File: src/rtl/htiming_pkg.sv
package htiming_pkg;

  typedef enum logic [2:0] {
    PH_SYNC    = 3'd0,
    PH_BACK    = 3'd1,
    PH_LBORDER = 3'd2,
    PH_IMAGE   = 3'd3,
    PH_RBORDER = 3'd4,
    PH_FRONT   = 3'd5,
    PH_BLANK   = 3'd6
  } phase_e;

  localparam int HALF_W = 16;

  function automatic logic [8:0] burst_to_bytes(input logic [1:0] code);
    case (code)
      2'd0:    burst_to_bytes = 9'd64;
      2'd1:    burst_to_bytes = 9'd128;
      default: burst_to_bytes = 9'd256;
    endcase
  endfunction

endpackage

File: src/rtl/htiming_regs.sv
module htiming_regs
  import htiming_pkg::*;
#(
  parameter int CNT_W  = 12,
  parameter int NUM_P  = 8,
  parameter int ADDR_W = 8
) (
  input  logic                         clk,
  input  logic                         rst,
  input  logic                         we,
  input  logic [ADDR_W-1:0]            addr,
  input  logic [31:0]                  wdata,
  output logic [31:0]                  rdata,
  input  logic [CNT_W-1:0]             cnt,
  output logic [NUM_P-1:0][CNT_W-1:0]  eff,
  output logic                         run_en,
  output logic [2:0]                   fmt,
  output logic [1:0]                   burst
);

  localparam int NUM_PAIR = NUM_P / 2;
  localparam int PAD_W    = HALF_W - CNT_W;

  logic [NUM_P-1:0][CNT_W-1:0] live_q, shadow_q;
  logic [2:0]  fmt_q, sh_fmt_q;
  logic [1:0]  burst_q, sh_burst_q;
  logic        en_q;
  logic [31:0] rd_mux, rdata_q;
  logic        line_top;
  logic        unused_wbits;

  assign line_top     = (cnt == '0);
  assign unused_wbits = ^{wdata[HALF_W-1:CNT_W], wdata[31:HALF_W+CNT_W]};

  always_ff @(posedge clk) begin
    if (rst) begin
      live_q  <= '0;
      fmt_q   <= '0;
      burst_q <= '0;
      en_q    <= 1'b0;
    end else if (we) begin
      if (addr == '0) begin
        fmt_q   <= wdata[2:0];
        burst_q <= wdata[9:8];
        en_q    <= wdata[16];
      end
      for (int k = 0; k < NUM_PAIR; k++) begin
        if (addr == ADDR_W'((k + 1) * 4)) begin
          live_q[2*k]   <= wdata[CNT_W-1:0];
          live_q[2*k+1] <= wdata[HALF_W+CNT_W-1:HALF_W];
        end
      end
    end
  end

  always_ff @(posedge clk) begin
    if (rst) begin
      shadow_q   <= '0;
      sh_fmt_q   <= '0;
      sh_burst_q <= '0;
    end else if (line_top) begin
      shadow_q   <= live_q;
      sh_fmt_q   <= fmt_q;
      sh_burst_q <= burst_q;
    end
  end

  always_comb begin
    rd_mux = '0;
    if (addr == '0) rd_mux = {15'd0, en_q, 6'd0, burst_q, 5'd0, fmt_q};
    for (int k = 0; k < NUM_PAIR; k++) begin
      if (addr == ADDR_W'((k + 1) * 4))
        rd_mux = {{PAD_W{1'b0}}, live_q[2*k+1], {PAD_W{1'b0}}, live_q[2*k]};
    end
  end

  always_ff @(posedge clk) begin
    if (rst) rdata_q <= '0;
    else     rdata_q <= rd_mux;
  end

  assign rdata  = rdata_q;
  assign eff    = line_top ? live_q : shadow_q;
  assign run_en = en_q;
  assign fmt    = sh_fmt_q;
  assign burst  = sh_burst_q;

  // padding bits above each 12-bit half never read as one
  assert_pad_zero_R3: assert property (@(posedge clk) disable iff (rst)
    (rdata[15:12] == 4'd0) && (rdata[31:28] == 4'd0));

  // shadow copy stays frozen while the line is under way
  assert_shadow_hold_R9: assert property (@(posedge clk) disable iff (rst)
    !line_top |=> $stable(shadow_q));

endmodule

File: src/rtl/htiming_match.sv
module htiming_match #(
  parameter int CNT_W = 12,
  parameter int NUM_P = 8,
  parameter int IDX_W = $clog2(NUM_P)
) (
  input  logic                        clk,
  input  logic                        rst,
  input  logic [CNT_W-1:0]            cnt,
  input  logic [NUM_P-1:0][CNT_W-1:0] eff,
  output logic                        ph_valid,
  output logic [IDX_W-1:0]            ph_idx,
  output logic                        line_end
);

  logic [NUM_P-1:0] hit;
  logic [NUM_P-1:0] win;

  generate
    for (genvar i = 0; i < NUM_P; i++) begin : g_cmp
      if (i == NUM_P - 1) begin : g_last
        assign hit[i] = (eff[i] == cnt) && (eff[i] != '0);
      end else begin : g_mid
        assign hit[i] = (eff[i] == cnt);
      end
    end
  endgenerate

  always_comb begin
    win = '0;
    for (int i = 0; i < NUM_P; i++) begin
      if (hit[i]) begin
        win    = '0;
        win[i] = 1'b1;
      end
    end
  end

  always_comb begin
    ph_valid = 1'b0;
    ph_idx   = '0;
    for (int i = 0; i < NUM_P - 1; i++) begin
      if (win[i]) begin
        ph_valid = 1'b1;
        ph_idx   = IDX_W'(i);
      end
    end
  end

  assign line_end = win[NUM_P-1];

  // at most one compare value acts per count
  assert_single_winner_R5: assert property (@(posedge clk) disable iff (rst)
    $onehot0(win));

  // a winning line end never coexists with a phase change
  assert_end_beats_phase_R5: assert property (@(posedge clk) disable iff (rst)
    line_end |-> !ph_valid);

endmodule

File: src/rtl/htiming_phase.sv
module htiming_phase
  import htiming_pkg::*;
#(
  parameter int CNT_W = 12,
  parameter int IDX_W = 3
) (
  input  logic             clk,
  input  logic             rst,
  input  logic             run_en,
  input  logic             ph_valid,
  input  logic [IDX_W-1:0] ph_idx,
  input  logic             line_end,
  output logic [CNT_W-1:0] cnt,
  output phase_e           phase,
  output logic             hsync,
  output logic             fetch_en,
  output logic             border_sel,
  output logic             line_wrap
);

  logic [CNT_W-1:0] cnt_q, cnt_d;
  phase_e           phase_q, phase_d;
  logic             hsync_q, fetch_q, border_q, wrap_q;

  always_comb begin
    cnt_d   = line_end ? '0 : cnt_q + CNT_W'(1);
    phase_d = ph_valid ? phase_e'(ph_idx) : phase_q;
  end

  always_ff @(posedge clk) begin
    if (rst || !run_en) begin
      cnt_q    <= '0;
      phase_q  <= PH_BLANK;
      hsync_q  <= 1'b0;
      fetch_q  <= 1'b0;
      border_q <= 1'b0;
      wrap_q   <= 1'b0;
    end else begin
      cnt_q    <= cnt_d;
      phase_q  <= phase_d;
      hsync_q  <= (phase_d == PH_SYNC);
      fetch_q  <= (phase_d == PH_IMAGE);
      border_q <= (phase_d == PH_LBORDER) || (phase_d == PH_RBORDER);
      wrap_q   <= (cnt_d == '0);
    end
  end

  assign cnt        = cnt_q;
  assign phase      = phase_q;
  assign hsync      = hsync_q;
  assign fetch_en   = fetch_q;
  assign border_sel = border_q;
  assign line_wrap  = wrap_q;

  // idle holds the counter and the blanking phase
  assert_idle_hold_R2: assert property (@(posedge clk) disable iff (rst)
    !run_en |=> (cnt_q == '0) && (phase_q == PH_BLANK));

  // the counter steps by one unless a line end acts
  assert_count_step_R2: assert property (@(posedge clk) disable iff (rst)
    (run_en && !line_end) |=> cnt_q == $past(cnt_q) + CNT_W'(1));

  // a line end restarts the count and keeps the phase
  assert_line_end_R6: assert property (@(posedge clk) disable iff (rst)
    (run_en && line_end) |=> (cnt_q == '0) && (phase_q == $past(phase_q)));

  // the wrap strobe only appears at count zero
  assert_wrap_at_zero_R8: assert property (@(posedge clk) disable iff (rst)
    wrap_q |-> (cnt_q == '0));

  // the three decoded outputs are mutually exclusive
  assert_decode_excl_R7: assert property (@(posedge clk) disable iff (rst)
    $countones({hsync_q, fetch_q, border_q}) <= 1);

endmodule

File: src/rtl/htiming_seq.sv
module htiming_seq
  import htiming_pkg::*;
#(
  parameter int CNT_W  = 12,
  parameter int NUM_P  = 8,
  parameter int ADDR_W = 8
) (
  input  logic              clk,
  input  logic              rst,
  input  logic              reg_we,
  input  logic [ADDR_W-1:0] reg_addr,
  input  logic [31:0]       reg_wdata,
  output logic [31:0]       reg_rdata,
  output logic [CNT_W-1:0]  hcount,
  output logic [2:0]        phase,
  output logic              hsync,
  output logic              fetch_en,
  output logic              border_sel,
  output logic              line_wrap,
  output logic [2:0]        pix_format,
  output logic [8:0]        burst_bytes
);

  localparam int IDX_W = $clog2(NUM_P);

  logic [NUM_P-1:0][CNT_W-1:0] eff;
  logic [CNT_W-1:0]            cnt;
  logic                        run_en, ph_valid, line_end;
  logic [IDX_W-1:0]            ph_idx;
  logic [1:0]                  burst_code;
  phase_e                      phase_st;

  htiming_regs #(.CNT_W(CNT_W), .NUM_P(NUM_P), .ADDR_W(ADDR_W)) regs_i (
    .clk(clk), .rst(rst), .we(reg_we), .addr(reg_addr), .wdata(reg_wdata),
    .rdata(reg_rdata), .cnt(cnt), .eff(eff), .run_en(run_en),
    .fmt(pix_format), .burst(burst_code)
  );

  htiming_match #(.CNT_W(CNT_W), .NUM_P(NUM_P), .IDX_W(IDX_W)) match_i (
    .clk(clk), .rst(rst), .cnt(cnt), .eff(eff),
    .ph_valid(ph_valid), .ph_idx(ph_idx), .line_end(line_end)
  );

  htiming_phase #(.CNT_W(CNT_W), .IDX_W(IDX_W)) phase_i (
    .clk(clk), .rst(rst), .run_en(run_en), .ph_valid(ph_valid),
    .ph_idx(ph_idx), .line_end(line_end), .cnt(cnt), .phase(phase_st),
    .hsync(hsync), .fetch_en(fetch_en), .border_sel(border_sel),
    .line_wrap(line_wrap)
  );

  assign hcount      = cnt;
  assign phase       = phase_st;
  assign burst_bytes = burst_to_bytes(burst_code);

endmodule

File: config.mk
export PLATFORM = sky130hd
export DESIGN_NAME = htiming_seq
export DESIGN_NICKNAME = d
export VERILOG_FILES = /design/src/rtl/htiming_pkg.sv /design/src/rtl/htiming_regs.sv /design/src/rtl/htiming_match.sv /design/src/rtl/htiming_phase.sv /design/src/rtl/htiming_seq.sv
export SDC_FILE = /design/constraint.sdc
export NUM_CORES = 1
export LEC_CHECK = 0
export ABC_CLOCK_PERIOD_IN_PS = 4550
export BUFFER_PORTS_ARGS = -buffer_cell sky130_fd_sc_hd__buf_2
export CAP_MARGIN = 10
export CORE_UTILIZATION = 60
export CTS_CLUSTER_SIZE = 40
export DETAILED_ROUTE_END_ITERATION = 8
export GPL_TIMING_DRIVEN = 0
export HOLD_SLACK_MARGIN = 0.06
export PLACE_DENSITY = 0.8
export SYNTH_ARGS = -nofsm -noshare
export SYNTH_HDL_FRONTEND = slang
export SYNTH_HIERARCHICAL = 1
export SYNTH_SLANG_ARGS = --single-unit
File: constraint.sdc
create_clock -name clk -period 4.55 [get_ports clk]
set_input_delay 0.455 -clock clk [delete_from_list [all_inputs] [get_ports clk]]
set_output_delay 0.455 -clock clk [all_outputs]
set_load 0.02 [all_outputs]
==> run metrics, run 1 <==
min Tclk post-route=4.337 ns; Max FO, Critical Path=11; Final Hold Vio Count=0; r2r setup slk=0.21 ns; R2R cell count=14; Port Buffer Count=82; cts bufs inserted=26; via count=11844; flops & latches, synth=246; skew final=0.01813 ns; Global Route Usage Sum=0.3885; Mapped Cells=1402; initial antenna violation count=1; FF-to-FF End=phase_i/fetch_en; drt drc=0; DR pass1 iterations=6; Routability Congestion=0.9945; fin crit share=0.9532; sequential area share after synthesis=0.3932; Area Overhead vs Synth=13.61%; Cell Pwr Density=321.2 nW/um^2; Hold Path Depth=3; Hold WS=0.2484 ns; global-route wire length before repair=63.84 mm; Hold Crit Class=primary input to register; Worst setup EP type=register; Hold Startpoint=reg_wdata[10]; Core Region=20360 sq um; Worst setup SP type=register; die extent in x=146.5 um; # IOs=106; initial core utilization=0.6150; setup_tns=0 ns; clk sinks=246; RR Startpoint=phase_i/cnt[4]; Pleak=6.869 nW; Slew HR=0.2175; most common cell after layout, fill and taps aside=dfxtp_1; largest family of logic cells by synthesized area=simple AND/OR/NAND/NOR gates; post-synthesis mux area share=0.1097; Die H=146.5 um; fmax=230.6 MHz; Crit Path Class=register to register; fillers=1634; nets=1568; FF/Latch Area=4925 sq um; Most used DFF post-synth=dfxtp_1; arrival time worst endpoint=4.80 ns; CTS clk-pin slew, worst paths=0.06 ns; syn_area_per_cell=8.933 sq um; status=complete, no violations; Routed WL per cell=23.19 um; Synth async-reset ratio=0; clk_lat worst skew=0.54 ns; vias in the first global route=11072; Root Driver=clkbuf_16; CP required=5.01 ns; unrepaired setup endpoints after global routing=no; Rows=52; Synth Cell Area=12520 sq um; htree depth=1; largest net degree at the start of global routing=15; hold endpoint=regs_i/live_q[10]; share of synthesized cell area in and, or, nand and nor gates=0.2257; Max-cap violations=0; ratio of cells with drive above 1 in the final layout=0.1348; DIE AREA=21460 sq um; TritonCTS clock tree=yes; Slew @ Worst Pin=1.163 ns; final WL=42.07 mm; Overflow after GRT=0; DR vias/cell=6.529; Adder-Cell Fraction of Synth Area=0.001998; Multi-input gate area=6858 sq um; Setup-failing EPs final=0; initial drt markers=1672; post-route ant nets=0; commonest non-fill, non-tap cells in the layout=dfxtp_1 (246), nand2b_1 (129), nand4_1 (121); synthesis warning total=6; Max VDD drop=0.0003340 V; dpl hpwl=30.67 mm; clock buffer depth=3; Post-synth EDFFs=0; final core occ=0.6987; synth unique cells=55; final-report max-slew violation count=0; post-synthesis compound-gate area fraction=0.1301; post-synthesis xor/xnor area fraction=0.07552
-- critical path: stages, from the launching register on --
cell and delay [ns]:
dfxtp_1 0.43, or4_1 0.59, clkbuf_1 0.37, clkbuf_1 0.35, o31ai_1 0.41, nand2_1 0.19
xor2_1 0.18, nor4_1 0.31, nand3_1 0.22, nor2b_4 0.19, and2_4 0.16, a21oi_2 0.38
mux2i_1 0.23, nand2_1 0.10, a21oi_1 0.15
-- synthesized netlist by cell type, types with 3 or more instances --
library cell	instances	area, sq um
a21oi_1	109	545.5
a22o_1	6	52.55
a311oi_1	18	157.7
buf_1	11	41.29
buf_2	16	80.08
buf_4	17	127.6
buf_6	9	101.4
clkbuf_1	102	382.9
dfxtp_1	246	4925
inv_1	4	15.01
mux2_2	18	202.7
mux2i_1	117	1171
nand2_1	104	390.4
nand2b_1	129	807.0
nand3_1	44	220.2
nand4_1	121	757.0
nor2_1	20	75.07
nor3_1	7	35.03
nor4_1	38	237.7
o22ai_1	6	37.54
o31ai_1	103	773.2
or3_1	3	18.77
or4_1	4	30.03
xnor2_1	68	595.6
xor2_1	40	350.3
-- per-layer routing --
| metal | track usage | up-vias | part of all wire |
|---|---|---|---|
| li1 | - | 5313 | - |
| met1 | 0.5203 | 5500 | 0.39 |
| met2 | 0.5876 | 845 | 0.42 |
| met3 | 0.09188 | 186 | 0.14 |
| met4 | 0.1875 | 0 | 0.054 |
| met5 | 0 | - | 0 |
-- report_power, final --
group	switching, mW	total, mW	internal (mW)
Combinational	0.125	0.185	0.0602
Clock	0.895	2.23	1.33
Sequential	0.00194	2.16	2.16
Total	1.02	4.57	3.55
-- cell type report --
| class | instances | area share |
|---|---|---|
| Inverter | 5 | 0.001319 |
| Timing Repair Buffer | 82 | 0.02884 |
| Sequential cell | 246 | 0.3461 |
| Multi-Input combinational cell | 1006 | 0.4820 |
| Clock inverter | 14 | 0.01082 |
| Antenna cell | 1 | 0.0001759 |
| Buffer | 156 | 0.05417 |
| Tap cell | 270 | 0.02374 |
| Clock buffer | 34 | 0.05285 |
-- worst max-delay path by stage --
| stage | slack [ns] | startpoint | end | depth (start not counted) |
|---|---|---|---|---|
| after global placement | 0.43 | phase_i/cnt[4] | phase_i/fetch_en | 15 |
| after floorplan | 1.08 | phase_i/cnt[4] | phase_i/fetch_en | 15 |
| after detailed placement | 0.34 | phase_i/cnt[4] | phase_i/fetch_en | 15 |
| after CTS | 0.30 | phase_i/cnt[4] | phase_i/fetch_en | 15 |
| after global routing | 0.06 | phase_i/cnt[8] | phase_i/fetch_en | 14 |
| final | 0.21 | phase_i/cnt[4] | phase_i/fetch_en | 14 |
-- flip-flops by register name (all words and copies together), names as in the netlist --
register and flops:
phase_i/phase 3, regs_i/shadow_q 96, regs_i/live_q 96, phase_i/line_wrap 1
regs_i/burst_q 2, phase_i/fetch_en 1, regs_i/fmt 3, regs_i/burst 2
phase_i/border_sel 1, regs_i/fmt_q 3, phase_i/hsync 1, phase_i/cnt 12
regs_i/run_en 1, regs_i/rdata 24
-- logic make-up (layout without fill, tap and decap cells) --
kind of cell	Yosys count	in the layout
buffers and inverters	162	291
other	2	15
multiplexers	135	135
AO/OA/AOI/OAI	251	251
adder cells (fa/ha/maj)	2	2
flip-flops	246	246
XOR/XNOR	108	108
AND/OR/NAND/NOR	496	496
-- timing repair --
action	4_1_cts	5_1_grt
setup endpoints to repair	0	2
buffers inserted	0	0
hold buffers	0	0
gates resized for setup	0	3
-- through the flow --
stage	instance area (sq um)	total power, mW	std cells	setup WS [ns]
2_1_floorplan	12570	2.314	1414	1.080
3_3_place_gp	13320	2.381	1766	0.4259
3_5_place_dp	13320	2.382	1766	0.3374
4_1_cts	14220	4.568	1814	0.3021
5_1_grt	14230	4.679	1813	0.05586
6_report	14230	4.571	1814	0.2128
No activity file was read; power rests on OpenSTA's default activity.
==> inputs of run 2 (changes only) <==
ABC_CLOCK_PERIOD_IN_PS = 5500   (was 4550)
CORE_UTILIZATION = 50   (was 60)
PLACE_DENSITY = 0.69   (was 0.8)
clock period = 5.5 ns   (was 4.55 ns; I/O delays follow)
==> run metrics, run 2 (synthesis results as in run 1) <==
Hold WS=0.3708 ns; met2 routed WL=18.67 mm; fmax=228.2 MHz; Crit Path Class=register to register; FF-to-FF End=phase_i/fetch_en; DR vias/cell=6.147; initial antenna violation count=1; Cells after DPL=1820; fin crit share=0.7967; # IOs=106; Global Route Usage Sum=0.3290; CP required=5.96 ns; ratio of cells with drive above 1 in the final layout=0.1316; Routability Congestion=0.9768; TritonCTS clock tree=yes; status=complete, no violations; setup_tns=0 ns; Setup-failing EPs final=0; min Tclk post-route=4.382 ns; Finished Layout Cells=1867; DR top layer=met4; Final Hold Vio Count=0; clock buffer depth=3; Slew HR=0.1773; Max VDD drop=0.0001653 V; skew final=0.009193 ns; Routed WL per cell=22.88 um; DR pass1 iterations=7; Root Driver=clkbuf_16; Core Region=24460 sq um; cts repair resizes=0; vias in the first global route=10843; Max-cap violations=0; largest net degree at the start of global routing=14; final WL=42.72 mm; n_diodes=0; nets=1570; htree depth=1; DIE AREA=25690 sq um; Overflow after GRT=0; Slew @ Worst Pin=1.223 ns; arrival time worst endpoint=4.84 ns; Worst setup EP type=register; dpl hpwl=31.70 mm; Post CTS Setup Buffer Count=0; die extent in x=160.3 um; CTS Hold Bufs=0; Hold Path Depth=3; via count=11477; cts bufs inserted=27; initial drt markers=1288; clk_lat worst skew=0.53 ns; commonest non-fill, non-tap cells in the layout=dfxtp_1 (246), nand2b_1 (129), nand4_1 (121); overall power=3.739 mW; initial core utilization=0.5120; Hold Startpoint=reg_wdata[20]; drt drc=0; unrepaired setup endpoints after global routing=no; Cell Pwr Density=262.3 nW/um^2; hold endpoint=regs_i/live_q[88]; Die H=160.3 um; Rows=57; clk sinks=246; global-route wire length before repair=64.69 mm; final core occ=0.5828; Multi-input gate area=6853 sq um; Max FO, Critical Path=11; CTS clk-pin slew, worst paths=0.06 ns; Hold Crit Class=primary input to register; final-report max-slew violation count=0; met3 wire len=4.108 mm; fillers=2237; Pleak=6.859 nW; FF/Latch Area=4925 sq um; Worst setup SP type=register; Area Overhead vs Synth=13.83%; most common cell after layout, fill and taps aside=dfxtp_1; R2R cell count=15; post-route ant nets=0; r2r setup slk=1.12 ns; RR Startpoint=phase_i/cnt[8]; Port Buffer Count=82; Metal-1 WL=18.14 mm
run 2: changes by cell type in the layout (fill, tap and decap cells not counted):
cell        previous run  this run
bufinv_16              3         2
clkbuf_1             102       106
clkbuf_2               1         0
clkinv_2               8         7
clkinv_4               0         1
clkinvlp_4             2         1
diode_2                1         0
inv_6                  1         0
o31ai_1              102       103
o31ai_2                1         0
run 2: how the worst max path moves through the flow:
stage,from,end,slack (ns)
floorplan,phase_i/cnt[4],phase_i/fetch_en,2.03
global placement,phase_i/cnt[4],phase_i/fetch_en,1.30
CTS,phase_i/cnt[3],phase_i/fetch_en,1.23
global route,phase_i/cnt[8],phase_i/fetch_en,0.88
detailed placement,phase_i/cnt[8],phase_i/fetch_en,1.25
finish,phase_i/cnt[8],phase_i/fetch_en,1.12
run 2: routing by layer:
metal,vias to the layer above,global-route usage
met5,-,0
met4,0,0.1381
met3,130,0.05766
met1,5452,0.4518
met2,581,0.5077
li1,5314,-
run 2: power by group:
group | switching (mW) | total, mW | internal (mW)
clock network | 0.747 | 1.80 | 1.06
registers | 0.00167 | 1.78 | 1.78
logic | 0.101 | 0.151 | 0.0498
total | 0.849 | 3.74 | 2.89
run 2: final cells by class:
cell class,count,area share
repair buffers,82,0.02879
well taps,324,0.02844
flip-flops and latches,246,0.3454
clock buffers,36,0.05327
inverters,5,0.001316
clock inverters,11,0.007811
plain buffers,157,0.05424
multi-input cells,1006,0.4807
run 2: metrics by stage:
stage	worst slack (ns)	cell area, sq um
finish	1.118	14260
CTS	1.230	14260
floorplan	2.030	12570
global placement	1.297	13390
detailed placement	1.252	13390
global route	0.8775	14260
run 2: critical path, stage by stage, from the launching register on:
cell	delay (ns)
dfxtp_1	0.42
nor4_1	0.49
clkbuf_1	0.60
buf_1	0.46
nand4_1	0.26
nand2_1	0.17
xor2_1	0.08
nor4_1	0.32
nand3_1	0.23
nor2b_4	0.18
and2_4	0.16
a21oi_2	0.10
clkbuf_1	0.35
mux2i_1	0.23
nand2_1	0.10
a21oi_1	0.16
